[config.mk]
export PLATFORM = sky130hd
export DESIGN_NAME = flash_bank_selector
export DESIGN_NICKNAME = d
export VERILOG_FILES = /design/src/rtl/flash_bank_selector.sv
export SDC_FILE = /design/constraint.sdc
export NUM_CORES = 1
export LEC_CHECK = 0
export ABC_AREA = 1
export CAP_MARGIN = 0
export CORE_MARGIN = 2
export CORE_UTILIZATION = 59
export DETAILED_ROUTE_END_ITERATION = 6
export PLACE_DENSITY = 0.95
export SYNTH_ARGS = -nofsm -noshare
export SYNTH_HDL_FRONTEND = slang
export SYNTH_SLANG_ARGS = --single-unit
[constraint.sdc]
create_clock -name clk -period 1.2 [get_ports clk]
set_input_delay 0.18 -clock clk [delete_from_list [all_inputs] [get_ports clk]]
set_output_delay 0.18 -clock clk [all_outputs]
set_load 0.05 [all_outputs]
[src/rtl/flash_bank_selector.sv]
module flash_bank_selector #(
  parameter int AW = 32
) (
  input  logic          clk,
  input  logic          rst_n,
  input  logic          req,
  input  logic [AW-1:0] dst_off,
  input  logic [AW-1:0] src_off,
  input  logic [AW-1:0] byte_cnt,
  input  logic [3:0]    low_code,
  input  logic [3:0]    mid_code,
  input  logic [3:0]    size_code,
  output logic          rsp_valid,
  output logic [2:0]    rsp_err,
  output logic [5:0]    low_sel,
  output logic [1:0]    mid_sel,
  output logic [19:0]   high_sel,
  output logic [AW-1:0] flash_bytes
);
  localparam int NL = 6;
  localparam int NM = 2;
  localparam int NH = 20;
  localparam logic [2:0] E_OK = 3'd0, E_CFG = 3'd1, E_SIZE = 3'd2,
                         E_RANGE = 3'd3, E_OVL = 3'd4;

  function automatic logic [AW:0] kib(int k);
    return (AW+1)'(k) << 10;
  endfunction

  function automatic int low_edge(int i);
    case (i)
      0: return 0;
      1: return 16;
      2: return 32;
      3: return 80;
      4: return 128;
      5: return 192;
      default: return 256;
    endcase
  endfunction

  function automatic logic touch(logic [AW:0] lo, logic [AW:0] hi,
                                 logic [AW:0] first, logic [AW:0] last);
    return !(hi < first || lo > last);
  endfunction

  logic [AW:0] d_first, d_last, s_first, s_last;
  assign d_first = {1'b0, dst_off};
  assign d_last  = d_first + {1'b0, byte_cnt};
  assign s_first = {1'b0, src_off};
  assign s_last  = s_first + {1'b0, byte_cnt};

  logic [NL-1:0] d_low,  s_low;
  logic [NM-1:0] d_mid,  s_mid;
  logic [NH-1:0] d_high, s_high;

  for (genvar i = 0; i < NL; i++) begin : g_low
    localparam logic [AW:0] LO = kib(low_edge(i));
    localparam logic [AW:0] HI = kib(low_edge(i + 1)) - 1'b1;
    assign d_low[i] = touch(LO, HI, d_first, d_last);
    assign s_low[i] = touch(LO, HI, s_first, s_last);
  end

  for (genvar j = 0; j < NM; j++) begin : g_mid
    localparam logic [AW:0] LO = kib(256 + 128 * j);
    localparam logic [AW:0] HI = kib(384 + 128 * j) - 1'b1;
    assign d_mid[j] = touch(LO, HI, d_first, d_last);
    assign s_mid[j] = touch(LO, HI, s_first, s_last);
  end

  for (genvar k = 0; k < NH; k++) begin : g_high
    localparam logic [AW:0] LO = kib(512 + 128 * k);
    localparam logic [AW:0] HI = kib(640 + 128 * k) - 1'b1;
    assign d_high[k] = touch(LO, HI, d_first, d_last);
    assign s_high[k] = touch(LO, HI, s_first, s_last);
  end

  logic [4:0] hcount;
  logic       size_bad;
  always_comb begin
    size_bad = 1'b0;
    case (size_code)
      4'd5:    hcount = 5'd8;
      4'd7:    hcount = 5'd12;
      4'd11:   hcount = 5'd20;
      default: begin hcount = 5'd0; size_bad = 1'b1; end
    endcase
  end

  logic [AW-1:0] total;
  assign total = kib(512)[AW-1:0] + ({{(AW-5){1'b0}}, hcount} << 17);

  logic cfg_bad, rng_bad, ovl;
  assign cfg_bad = (low_code != 4'd6) || (mid_code != 4'd0);
  assign rng_bad = (dst_off[2:0] != 3'd0) || (byte_cnt[2:0] != 3'd0) ||
                   (d_last > {1'b0, total});
  assign ovl     = |(d_low & s_low) || |(d_mid & s_mid) || |(d_high & s_high);

  logic [2:0] err_n;
  assign err_n = cfg_bad  ? E_CFG  :
                 size_bad ? E_SIZE :
                 rng_bad  ? E_RANGE :
                 ovl      ? E_OVL  : E_OK;

  always_ff @(posedge clk or negedge rst_n) begin
    if (!rst_n) begin
      rsp_valid   <= 1'b0;
      rsp_err     <= E_OK;
      low_sel     <= '0;
      mid_sel     <= '0;
      high_sel    <= '0;
      flash_bytes <= '0;
    end else begin
      rsp_valid <= req;
      if (req) begin
        rsp_err     <= err_n;
        low_sel     <= (err_n == E_OK) ? d_low  : '0;
        mid_sel     <= (err_n == E_OK) ? d_mid  : '0;
        high_sel    <= (err_n == E_OK) ? d_high : '0;
        flash_bytes <= (cfg_bad || size_bad) ? '0 : total;
      end
    end
  end
endmodule

==> results.cfg, run 1 <==
[cts]
cts_max_level = 2
cts_root_buffer = clkbuf_16
cts_sinks = 36
hold_buffers = 0
post_cts_resized = 682
clock_tree.buffer_depth = 2
cts_setup_buffers = 48
numCtsBuffers = 5

[logic_synthesis]
syn_avg_cell_area_um2 = 5.12
synth_cells = 1718
synth-async-reset-ratio_pct = 100
ys_ff_latch = 36
synth-seq-area-share_pct = 10.2
ys_warn_count = 0
ys_types = 48
synth_flop_cell = dfrtp_1
synth_edf_count = 0
netlist_area_um2 = 8790

[outcome]
failing_step = clock tree synthesis (4_1_cts)
first-error = [ERROR DPL-0038] Utilization greater than 100%, impossible to legalize
status = did not finish

[floorplan]
chipWidth_um = 126
pin_count = 175
rows = 44
start_util_pct = 60.5
die_y_um = 126

[placed_design]
routabilityCongestion = 1.12
dpl.hpwl_mm = 32.5
port_buffers = 146
==> stage by stage <==
stage | std cells | instance area, µm² | worst slack (ns) | TNS, ns | utilization, %
2_1_floorplan | 1745 | 8980 | -1.55 | -46.49 | -
3_3_place_gp | 2288 | 12700 | -2.44 | -75.58 | 87.3
3_5_place_dp | 2288 | 12700 | -2.74 | -83.55 | 87.3
==> synthesized netlist by cell type (5+ instances only) <==
cell        n  area share [%]
nor4_1      6            0.43
and2_1      6            0.43
nand2_2     9            0.64
a21oi_1    87             5.0
buf_4      32             2.7
nand2_1   691              30
o21ai_0    25             1.4
clkbuf_1    6            0.26
dfrtp_1    36              10
inv_1     302              13
a31oi_1     7            0.50
nor3_1     19             1.1
nor2_2     20             1.4
buf_6       5            0.64
xor2_1      8            0.80
nand3_1    92             5.2
nand3b_1    5            0.43
inv_2       6            0.26
nand4_1    51             3.6
ha_1       67             9.5
nor2_1    177             7.6
xnor2_1    11             1.1
o21ai_1     5            0.28
==> logic make-up after synthesis <==
kind of cell	synth area share [%]
other	0.0854
AND/OR/NAND/NOR	52.0
flip-flops	10.2
buffers and inverters	17.3
adder cells (fa/ha/maj)	9.99
AO/OA/AOI/OAI	8.44
XOR/XNOR	1.89
==> inputs of run 2 (changes only) <==
--- a/config.mk
+++ b/config.mk
@@ -8,9 +8,9 @@
 export ABC_AREA = 1
 export CAP_MARGIN = 0
 export CORE_MARGIN = 2
-export CORE_UTILIZATION = 59
+export CORE_UTILIZATION = 40
 export DETAILED_ROUTE_END_ITERATION = 6
-export PLACE_DENSITY = 0.95
+export PLACE_DENSITY_LB_ADDON = 0.15
 export SYNTH_ARGS = -nofsm -noshare
 export SYNTH_HDL_FRONTEND = slang
 export SYNTH_SLANG_ARGS = --single-unit
==> run 2 against run 1 <==
The flow now finishes, with violations (setup timing). Synthesized cell count unchanged. Synthesized area unchanged.
==> results.cfg, run 2 <==
[worst_setup_path]
crit_path_max_fanout = 14
rrSetupSlack_ns = 0.45
r2r-end = rsp_err[1]$_DFFE_PN0P_
critPathLaunchType = input pin
cp-end-kind = flop
timing.rr.start = rsp_err[1]$_DFFE_PN0P_
r2r_cells = 1
crit_required_ns = 1.43
crit_type = input pin to flop
cp_data_arrival_time_ns = 3.51

[global_routing]
grt_pass1_vias = 12346
track_usage_pct = 33.3
grt_max_degree = 37
grt.overflow.total = 0
antenna_found_initial = 2
grt_first_pass_wirelength_mm = 62.8

[cts]
clk_latency_ns = 0.29
clk_pin_slew_ns = 0.06
numCtsBuffers = 5
cts_sinks = 36
cts_max_level = 2
tritoncts = done
cts_root_buffer = clkbuf_16
clock_tree.buffer_depth = 2
hold_buffers = 0

[routing]
viasPerCell = 5.23
wl_per_cell_um = 16.7
num_vias = 13330
route.detailed.drc = 0
drt_pass1_iterations = 5
routed_wl_mm = 42.7
antenna_left = 0
drtIter0Drc = 1095

[finish]
final_cell_mix = nand2_1, buf_4, inv_1, nand2_2, nor2_1
regMostFlops = high_sel
drive_above_1_share_pct = 44.9
seq_area_um2 = 901
top_regs = high_sel x20, low_sel x6, flash_bytes x4
multiInputGateArea_um2 = 8950
largest_reg_flops = 20
fillers = 1686
final_common_cell = nand2_1
nNetsFinal = 2449
final_area_um2 = 16600
area_growth_pct = 89.0

[placed_design]
port_buffers = 146
dpl_cell_area_um2 = 13200
place_ws_ns = -2.78
routabilityCongestion = 1.03
dpl.hpwl_mm = 30.5

[floorplan]
chipWidth_um = 152
pin_count = 175
start_util_pct = 40.5
core_region_area_um2 = 21700
die-area_um2 = 23200
die_y_um = 152
rows = 54

[sta]
whs_ns = 0.203
fin_crit_sh_pct = 273
fin_ws_ns = -2.08
setup_viol = 31
tns_ns = -62.68
slew_violations = 0
rsz0062_at_grt = yes
finClkSkew_ns = 0
fmax_mhz = 305
hold_viol = 0
min_period_ns = 3.28

[power_and_ir_drop]
p_per_area_nw_per_um2 = 589
p_leak_nw = 8.97
irDropWorstVdd_mv = 0.468

[worst_hold_path]
hp-class = input pin to flop
holdPathEnd = flash_bytes[19]$_DFFE_PN0P_
min_from = size_code[1]
hold_path_depth = 3

[logic_synthesis]
ys_warn_count = 0
synth-async-reset-ratio_pct = 100
netlist_area_um2 = 8790
synth_edf_count = 0
ys_ff_latch = 36
yosys.area.top_type = nand2_1
synth.area.top_cells = nand2_1, inv_1, dfrtp_1
ys_types = 48
synthTopCellsByCount = nand2_1, inv_1, nor2_1
synth.most_common_cell = nand2_1
synth_top_area_share_pct = 29.5
synth_flop_cell = dfrtp_1
syn_avg_cell_area_um2 = 5.12
synth_cells = 1718
synth-seq-area-share_pct = 10.2

[outcome]
status = finished, violations left
violations = setup timing

[run]
drv_cap = 0
## run 2: worst max path at each step
stage | startpoint | to | slack (ns) | depth (start not counted)
floorplan | dst_off[0] | high_sel[14]$_DFFE_PN0P_ | -1.55 | 26
global placement | byte_cnt[13] | high_sel[14]$_DFFE_PN0P_ | -2.74 | 22
detailed placement | byte_cnt[11] | high_sel[2]$_DFFE_PN0P_ | -2.78 | 22
CTS | byte_cnt[0] | high_sel[13]$_DFFE_PN0P_ | -1.80 | 27
global route | byte_cnt[11] | high_sel[2]$_DFFE_PN0P_ | -2.19 | 26
finish | byte_cnt[11] | mid_sel[1]$_DFFE_PN0P_ | -2.08 | 26
## run 2: cell type report
| cell class | count | share of cell area, % |
|---|---|---|
| Inverter | 312 | 7.13 |
| Tap cell | 280 | 2.11 |
| Multi-Input combinational cell | 1351 | 53.9 |
| Sequential cell | 36 | 5.42 |
| Timing Repair Buffer | 563 | 30.5 |
| Antenna cell | 2 | 0.0301 |
| Clock buffer | 7 | 0.919 |
## run 2: what timing repair did
action,in CTS,in global routing
buffers inserted,76,27
pin swaps,145,135
gates cloned,11,3
setup endpoints to repair,34,34
gates resized for setup,636,286
## run 2: critical path, stage by stage
cell,delay [ns]
buf_2,0.15
ha_4,0.31
nand2_2,0.10
inv_1,0.09
nand2_1,0.07
nand2_1,0.14
nand2_1,0.11
nand2_1,0.11
nand2_1,0.11
nand3_2,0.12
nand2_1,0.06
nand2_1,0.12
nand2_1,0.12
inv_2,0.13
buf_12,0.12
nand2_4,0.08
nor2_1,0.21
a21oi_2,0.13
nand2_1,0.07
nand3_1,0.08
nor2_2,0.13
nand3_2,0.09
nor2_4,0.25
clkbuf_16,0.22
nand4_1,0.11
nand2_1,0.08
## run 2: report_power, final
group / internal [mW] / leakage, nW / switching (mW)
clock network: 0.872 / 0.0760 / 0.523
registers: 1.22 / 0.496 / 0.00181
logic: 3.16 / 8.40 / 4.01
## run 2: logic make-up (layout without fill, tap and decap cells)
| kind of cell | Yosys count | after routing | synth area share [%] |
|---|---|---|---|
| AO/OA/AOI/OAI | 138 | 138 | 8.44 |
| XOR/XNOR | 19 | 19 | 1.89 |
| adder cells (fa/ha/maj) | 69 | 69 | 9.99 |
| buffers and inverters | 360 | 882 | 17.3 |
| flip-flops | 36 | 36 | 10.2 |
| other | 2 | 31 | 0.0854 |
| AND/OR/NAND/NOR | 1094 | 1096 | 52.0 |
## run 2: metrics by stage
step / instances / total power, mW / utilization, %
floorplan: 1745 / 4.06 / -
global placement: 2431 / 6.41 / 60.7
detailed placement: 2431 / 6.45 / 60.7
CTS: 2523 / 8.93 / 72.3
global route: 2551 / 10.4 / 76.6
finish: 2551 / 9.78 / 76.6
## run 2: layer usage
layer | routed length (µm) | share of wire, % | vias to the layer above | track usage [%]
met2 | 19800 | 46 | 632 | 55.6
met5 | 0 | 0 | - | 0
met3 | 3030 | 7.1 | 152 | 3.75
met1 | 17800 | 42 | 6150 | 44.5
met4 | 2090 | 4.9 | 0 | 11.7
li1 | - | - | 6396 | -
Note: power is estimated with default switching activity, not from simulation.
